==> src/rtl/utx_pkg.sv <==
package utx_pkg;
  localparam int DATA_MAX  = 9;
  localparam int FRAME_MAX = 13;
  localparam int CNT_W     = $clog2(FRAME_MAX + 1);

  typedef enum logic [1:0] {
    SRC_FAST  = 2'd0,
    SRC_DIV8  = 2'd1,
    SRC_DIV32 = 2'd2,
    SRC_EXT   = 2'd3
  } src_sel_t;

  typedef enum logic [1:0] {
    PAR_NONE = 2'd0,
    PAR_EVEN = 2'd1,
    PAR_ODD  = 2'd2,
    PAR_RSVD = 2'd3
  } par_mode_t;

  typedef enum logic [1:0] {
    LEN_7 = 2'd0,
    LEN_8 = 2'd1,
    LEN_9 = 2'd2,
    LEN_X = 2'd3
  } char_len_t;
endpackage

==> src/rtl/utx_sync.sv <==
module utx_sync #(
  parameter int   STAGES  = 2,
  parameter logic RST_VAL = 1'b0
) (
  input  logic clk,
  input  logic rst,
  input  logic d,
  output logic q
);
  logic [STAGES-1:0] pipe_q;

  always_ff @(posedge clk) begin
    if (rst) pipe_q <= {STAGES{RST_VAL}};
    else     pipe_q <= {pipe_q[STAGES-2:0], d};
  end

  assign q = pipe_q[STAGES-1];
endmodule

==> src/rtl/utx_baud.sv <==
module utx_baud
  import utx_pkg::*;
#(
  parameter int DIV_W = 8,
  parameter int OVS   = 16
) (
  input  logic             clk,
  input  logic             rst,
  input  logic [1:0]       src_sel,
  input  logic [DIV_W-1:0] div_n,
  input  logic             ext_rise,
  output logic             bit_tick
);
  localparam int OVS_W = $clog2(OVS);
  localparam int PRE_W = 5;

  logic [PRE_W-1:0] pre_q;
  logic [PRE_W-1:0] pre_lim;
  logic             pre_used;
  logic             src_tick;
  logic [DIV_W-1:0] div_q;
  logic [OVS_W-1:0] ovs_q;

  always_comb begin
    pre_lim  = (src_sel == SRC_DIV8) ? PRE_W'(7) : PRE_W'(31);
    pre_used = (src_sel == SRC_DIV8) || (src_sel == SRC_DIV32);
    case (src_sel)
      SRC_FAST: src_tick = 1'b1;
      SRC_EXT:  src_tick = ext_rise;
      default:  src_tick = (pre_q >= pre_lim);
    endcase
  end

  always_ff @(posedge clk) begin
    if (rst) begin
      pre_q    <= '0;
      div_q    <= '0;
      ovs_q    <= '0;
      bit_tick <= 1'b0;
    end else begin
      if (pre_used) pre_q <= (pre_q >= pre_lim) ? '0 : pre_q + 1'b1;
      else          pre_q <= '0;
      bit_tick <= src_tick && (div_q == '0) && (ovs_q == OVS_W'(OVS - 1));
      if (src_tick) begin
        if (div_q == '0) begin
          div_q <= div_n;
          ovs_q <= (ovs_q == OVS_W'(OVS - 1)) ? '0 : ovs_q + 1'b1;
        end else begin
          div_q <= div_q - 1'b1;
        end
      end
    end
  end

  AST_TICK_GAP: assert property (@(posedge clk) disable iff (rst)
    bit_tick |=> !bit_tick);
endmodule

==> src/rtl/utx_shifter.sv <==
module utx_shifter
  import utx_pkg::*;
(
  input  logic                clk,
  input  logic                rst,
  input  logic                bit_tick,
  input  logic                wr_stb,
  input  logic [DATA_MAX-1:0] wr_data,
  input  logic [1:0]          char_len,
  input  logic [1:0]          parity,
  input  logic                two_stop,
  input  logic                tx_en,
  input  logic                cts_en,
  input  logic                cts_sync,
  input  logic                irq_sel,
  output logic                txd,
  output logic                buf_empty,
  output logic                busy,
  output logic                irq
);
  logic [DATA_MAX-1:0]  hold_q;
  logic                 empty_q;
  logic [FRAME_MAX-1:0] shreg_q;
  logic [CNT_W-1:0]     remain_q;
  logic                 busy_q;
  logic                 txd_q;
  logic                 irq_q;

  logic [FRAME_MAX-1:0] frame_bits;
  logic [CNT_W-1:0]     frame_len;
  int                   dlen;
  logic                 par_acc;
  logic                 start_ok;
  logic                 last_bit;

  // frame assembly from the holding buffer
  always_comb begin
    case (char_len)
      LEN_7:   dlen = 7;
      LEN_9:   dlen = 9;
      default: dlen = 8;
    endcase
    frame_bits    = '1;
    frame_bits[0] = 1'b0;
    par_acc       = 1'b0;
    for (int i = 0; i < DATA_MAX; i++) begin
      if (i < dlen) begin
        frame_bits[1 + i] = hold_q[i];
        par_acc           = par_acc ^ hold_q[i];
      end
    end
    frame_len = CNT_W'(1 + dlen + (two_stop ? 2 : 1));
    if (parity == PAR_EVEN || parity == PAR_ODD) begin
      frame_bits[1 + dlen] = (parity == PAR_ODD) ? ~par_acc : par_acc;
      frame_len            = frame_len + 1'b1;
    end
  end

  assign start_ok = tx_en && !empty_q && (!cts_en || !cts_sync);
  assign last_bit = !busy_q || (remain_q <= CNT_W'(1));

  always_ff @(posedge clk) begin
    if (rst) begin
      hold_q   <= '0;
      empty_q  <= 1'b1;
      shreg_q  <= '1;
      remain_q <= '0;
      busy_q   <= 1'b0;
      txd_q    <= 1'b1;
      irq_q    <= 1'b0;
    end else begin
      irq_q <= 1'b0;
      if (bit_tick) begin
        if (!last_bit) begin
          shreg_q  <= {1'b1, shreg_q[FRAME_MAX-1:1]};
          txd_q    <= shreg_q[1];
          remain_q <= remain_q - 1'b1;
        end else begin
          if (busy_q && irq_sel) irq_q <= 1'b1;
          if (start_ok) begin
            shreg_q  <= frame_bits;
            txd_q    <= frame_bits[0];
            remain_q <= frame_len;
            busy_q   <= 1'b1;
            empty_q  <= 1'b1;
            if (!irq_sel) irq_q <= 1'b1;
          end else begin
            busy_q <= 1'b0;
            txd_q  <= 1'b1;
          end
        end
      end
      if (wr_stb) begin
        hold_q  <= wr_data;
        empty_q <= 1'b0;
      end
    end
  end

  assign txd       = txd_q;
  assign buf_empty = empty_q;
  assign busy      = busy_q;
  assign irq       = irq_q;

  AST_START_LOW: assert property (@(posedge clk) disable iff (rst)
    $rose(busy_q) |-> !txd_q);
  AST_STOP_HIGH: assert property (@(posedge clk) disable iff (rst)
    (busy_q && remain_q == CNT_W'(1)) |-> txd_q);
  AST_START_GATE: assert property (@(posedge clk) disable iff (rst)
    $rose(busy_q) |-> ($past(tx_en) && (!$past(cts_en) || !$past(cts_sync))));
  AST_LOAD_EMPTIES: assert property (@(posedge clk) disable iff (rst)
    $rose(busy_q) |-> (empty_q || $past(wr_stb)));
  AST_IRQ_PULSE: assert property (@(posedge clk) disable iff (rst)
    irq_q |=> !irq_q);
endmodule

==> src/rtl/uart_dbuf_tx.sv <==
module uart_dbuf_tx
  import utx_pkg::*;
#(
  parameter int DIV_W       = 8,
  parameter int OVS         = 16,
  parameter int SYNC_STAGES = 2
) (
  input  logic                clk,
  input  logic                rst,
  input  logic                wr_stb,
  input  logic [DATA_MAX-1:0] wr_data,
  input  logic                tx_en,
  input  logic [1:0]          cfg_src_sel,
  input  logic [DIV_W-1:0]    cfg_div,
  input  logic [1:0]          cfg_char_len,
  input  logic [1:0]          cfg_parity,
  input  logic                cfg_two_stop,
  input  logic                cfg_cts_en,
  input  logic                cfg_irq_sel,
  input  logic                ext_clk,
  input  logic                cts_n,
  output logic                txd,
  output logic                buf_empty,
  output logic                tx_busy,
  output logic                irq
);
  logic ext_s, ext_d, ext_rise;
  logic cts_s;
  logic bit_tick;

  utx_sync #(.STAGES(SYNC_STAGES), .RST_VAL(1'b0)) ext_sync_i (
    .clk(clk), .rst(rst), .d(ext_clk), .q(ext_s));

  utx_sync #(.STAGES(SYNC_STAGES), .RST_VAL(1'b1)) cts_sync_i (
    .clk(clk), .rst(rst), .d(cts_n), .q(cts_s));

  always_ff @(posedge clk) begin
    if (rst) ext_d <= 1'b0;
    else     ext_d <= ext_s;
  end
  assign ext_rise = ext_s && !ext_d;

  utx_baud #(.DIV_W(DIV_W), .OVS(OVS)) baud_i (
    .clk(clk), .rst(rst), .src_sel(cfg_src_sel), .div_n(cfg_div),
    .ext_rise(ext_rise), .bit_tick(bit_tick));

  utx_shifter shift_i (
    .clk(clk), .rst(rst), .bit_tick(bit_tick),
    .wr_stb(wr_stb), .wr_data(wr_data),
    .char_len(cfg_char_len), .parity(cfg_parity), .two_stop(cfg_two_stop),
    .tx_en(tx_en), .cts_en(cfg_cts_en), .cts_sync(cts_s), .irq_sel(cfg_irq_sel),
    .txd(txd), .buf_empty(buf_empty), .busy(tx_busy), .irq(irq));

  AST_IDLE_LINE: assert property (@(posedge clk) disable iff (rst)
    !tx_busy |-> txd);
endmodule

==> config.mk <==
export PLATFORM = sky130hd
export DESIGN_NAME = uart_dbuf_tx
export DESIGN_NICKNAME = d
export VERILOG_FILES = /design/src/rtl/utx_pkg.sv /design/src/rtl/utx_sync.sv /design/src/rtl/utx_baud.sv /design/src/rtl/utx_shifter.sv /design/src/rtl/uart_dbuf_tx.sv
export SDC_FILE = /design/constraint.sdc
export NUM_CORES = 1
export LEC_CHECK = 0
export CAP_MARGIN = 5
export CORE_ASPECT_RATIO = 1.25
export CORE_UTILIZATION = 54
export CTS_CLUSTER_DIAMETER = 50
export CTS_CLUSTER_SIZE = 20
export DETAILED_ROUTE_END_ITERATION = 12
export PLACE_DENSITY = 0.78
export SYNTH_ARGS = -nofsm -noshare
export SYNTH_HDL_FRONTEND = slang
export SYNTH_SLANG_ARGS = --single-unit
==> constraint.sdc <==
create_clock -name clk -period 2.1 [get_ports clk]
set_input_delay 0.315 -clock clk [delete_from_list [all_inputs] [get_ports clk]]
set_output_delay 0.315 -clock clk [all_outputs]
set_load 0.01 [all_outputs]
==> qor.yml <==
drt:
  drc: 0
  wl_per_cell_um: 13.4
  antenna_left: 0
  vias: 2376
  viasPerCell: 5.68
  first_pass_iters: 4
  wl_mm: 5.58
  dr.first_iter.drc_count: 189
power_and_ir_drop:
  pwr-share-comb: 0.303
  power_mw: 2.42
  p_switching_mw: 0.771
  power.leakage_nw: 1.30
  p_clk_frac: 0.251
  powerDensity_nw_per_um2: 725
  max-vdd-ir-drop_v: 0.000551
  internal_power_mw: 1.65
  switching_share: 0.319
  power_frac_seq: 0.446
timing:
  relSlewSlack: 0.756
  rsz0062_at_grt: "false"
  tightestPinTransition_ns: 0.366
  hold_violations: 0
  max_freq_mhz: 522
  setup_viol_count_final: 0
  drv_slew: 0
  fin_skew_ns: 0.00676
  finalCritPeriodShare: 0.912
  layout_min_cycle_time_ns: 1.92
setup_path:
  reg2reg_to: "shift_i.shreg_q[9]"
  ff2ff_setup_slack_ns: 0.23
  ff2ff_path_depth: 8
  r2r_start: "shift_i.remain_q[0]"
  path_max_fanout: 2
  cp.required_ns: 2.30
  critPathKind: "in2reg"
  cp.arrival_ns: 2.11
  critPathLaunchType: "input port"
  endpoint_kind: "flip-flop"
synth:
  synth_cells: 306
  yosys_warnings: 0
  mappedNetlistArea_um2: 2630
  synth-edff-count: 0
  syn_nets: 352
  ys_seq_area_frac: 0.380
  synth.ff_latch_count: 50
  yosys.cell_types.count: 52
  syn_avg_cell_area_um2: 8.60
  ys_async_sr_fraction: 0
  synth_top_flop_cell: "dfxtp_1"
global_route:
  grt_usage: 0.235
  grt_overflow: 0
  grt_pass1_wl_mm: 9.51
  grt_pass1_vias: 2259
  grt_max_degree: 52
  antenna_found_initial: 0
flow_run:
  drv_cap: 0
clock_tree:
  clock_path_buffers: 2
  cts_root_buf: "clkbuf_8"
  clk_latency_ns: 0.31
  cts-htree-levels: 2
  cts_buffers: 5
  cts_tree: "done"
  cts-hold-fix-buffers: 0
  cts_sinks: 50
  path_clk_slew_ns: 0.09
worst_hold_path:
  hp-start: "cts_sync_i.pipe_q[0]"
  min_path_cells: 1
  whs_endpoint: "cts_sync_i.pipe_q[1]"
  hp-class: "reg2reg"
placement:
  dp_cells: 410
  gp_congestion: 0.859
  port_buffers: 35
  place_hpwl_mm: 3.99
floorplan:
  initial_utilization: 0.561
  num_io_pins: 36
  coreArea_um2: 4690
  dieArea_um2: 5160
  die_w_um: 64.5
  die-height_um: 80.1
  rows: 28
layout:
  mostFrequentLayoutCell: "dfxtp_1"
  area_growth_pct: 26.8
  drive_above_1_share: 0.137
  fin_util: 0.711
  finalNonFillerCells: 418
  final_cell_mix: "dfxtp_1, clkdlybuf4s50_1, nand2_1"
  final_nets: 403
  antenna_cells: 0
outcome:
  status: "completed"
-- registers in the layout, summed over array words and instances, names as in the netlist, 2 cells and up --
signal / cells
shift_i.shreg_q: 10
shift_i.remain_q: 4
shift_i.hold_q: 9
cts_sync_i.pipe_q: 2
baud_i.pre_q: 5
baud_i.ovs_q: 4
ext_sync_i.pipe_q: 2
baud_i.div_q: 8
-- area by class of cell --
cell class	count	area [um^2]
fillers	397	1360
clock inverters	2	16.3
flip-flops and latches	50	1000
multi-input cells	223	1530
clock buffers	6	82.6
well taps	60	75.1
inverters	17	63.8
repair buffers	60	572
-- synth_stat cells, drive strengths merged, types with 8 or more instances --
cell    count  share of area
nand2      29          0.044
a21oi      22          0.042
o21ai      14          0.031
dfxtp      50           0.38
ha         13          0.062
a211o      10          0.033
mux2i      11          0.042
clkbuf     15          0.021
nor2       24          0.034
xnor2       9          0.030
nor3        8          0.015
nor2b      11          0.026
nand3      10          0.019
inv        17          0.024
-- routing by layer --
layer / wire length [um] / global-route usage / share of wire
met4: 104 / 0.113 / 0.019
met3: 220 / 0.0483 / 0.039
met1: 2300 / 0.246 / 0.41
met2: 2960 / 0.438 / 0.53
met5: 0 / 0 / 0
-- critical path: stages --
cell             delay, ns
clkdlybuf4s50_1       0.47
nor2b_1               0.17
inv_1                 0.09
fa_1                  0.48
o41ai_1               0.37
a21o_1                0.16
a21oi_1               0.05
-- power groups by stage --
| stage | logic [mW] | clock network (mW) | registers [mW] |
|---|---|---|---|
| final | 0.734 | 0.606 | 1.08 |
| after global routing | 0.805 | 0.665 | 1.09 |
| after CTS | 0.725 | 0.620 | 1.08 |
| after detailed placement | 0.718 | 0 | 1.10 |
| after global placement | 0.705 | 0 | 1.10 |
| after floorplan | 0.479 | 0 | 1.08 |
-- worst max-delay path by stage --
stage,startpoint,endpoint,slack (ns),cells after the start
after global routing,shift_i.remain_q[0],shift_i.shreg_q[9],0.04,8
final,cfg_char_len[1],shift_i.remain_q[3],0.18,7
after global placement,cfg_src_sel[1],baud_i.div_q[6],-0.33,9
after CTS,cfg_src_sel[1],baud_i.div_q[5],0.02,10
after detailed placement,cfg_src_sel[1],baud_i.div_q[6],-0.42,9
after floorplan,cfg_src_sel[1],baud_i.div_q[5],0.18,9
-- logic make-up (layout without fill, tap and decap cells) --
family,after synthesis,count (layout),synth area share
adders and majority gates,14,14,0.0694
muxes,11,11,0.0418
DFF,50,50,0.380
and+or+nand+nor,105,105,0.208
xor gates and xnor gates,12,12,0.0399
buffers and inverters,33,85,0.0475
AOI/OAI and AO/OA,81,81,0.213
-- metrics by stage --
step | setup TNS, ns | hold slack [ns] | worst slack [ns] | area (um^2)
2_1_floorplan | 0 | 0.389 | 0.180 | 2630
3_3_place_gp | -3.75 | 0.414 | -0.333 | 3210
3_5_place_dp | -5.86 | 0.417 | -0.422 | 3210
4_1_cts | 0 | 0.440 | 0.0182 | 3320
5_1_grt | 0 | 0.465 | 0.0436 | 3340
6_report | 0 | 0.439 | 0.184 | 3340
-- repair_timing --
item,in CTS,in global routing
endpoints found under the setup margin,7,18
gates resized for setup,4,6
setup buffers,0,0
pin swaps,3,4
Power figures use the tool's default switching activity.
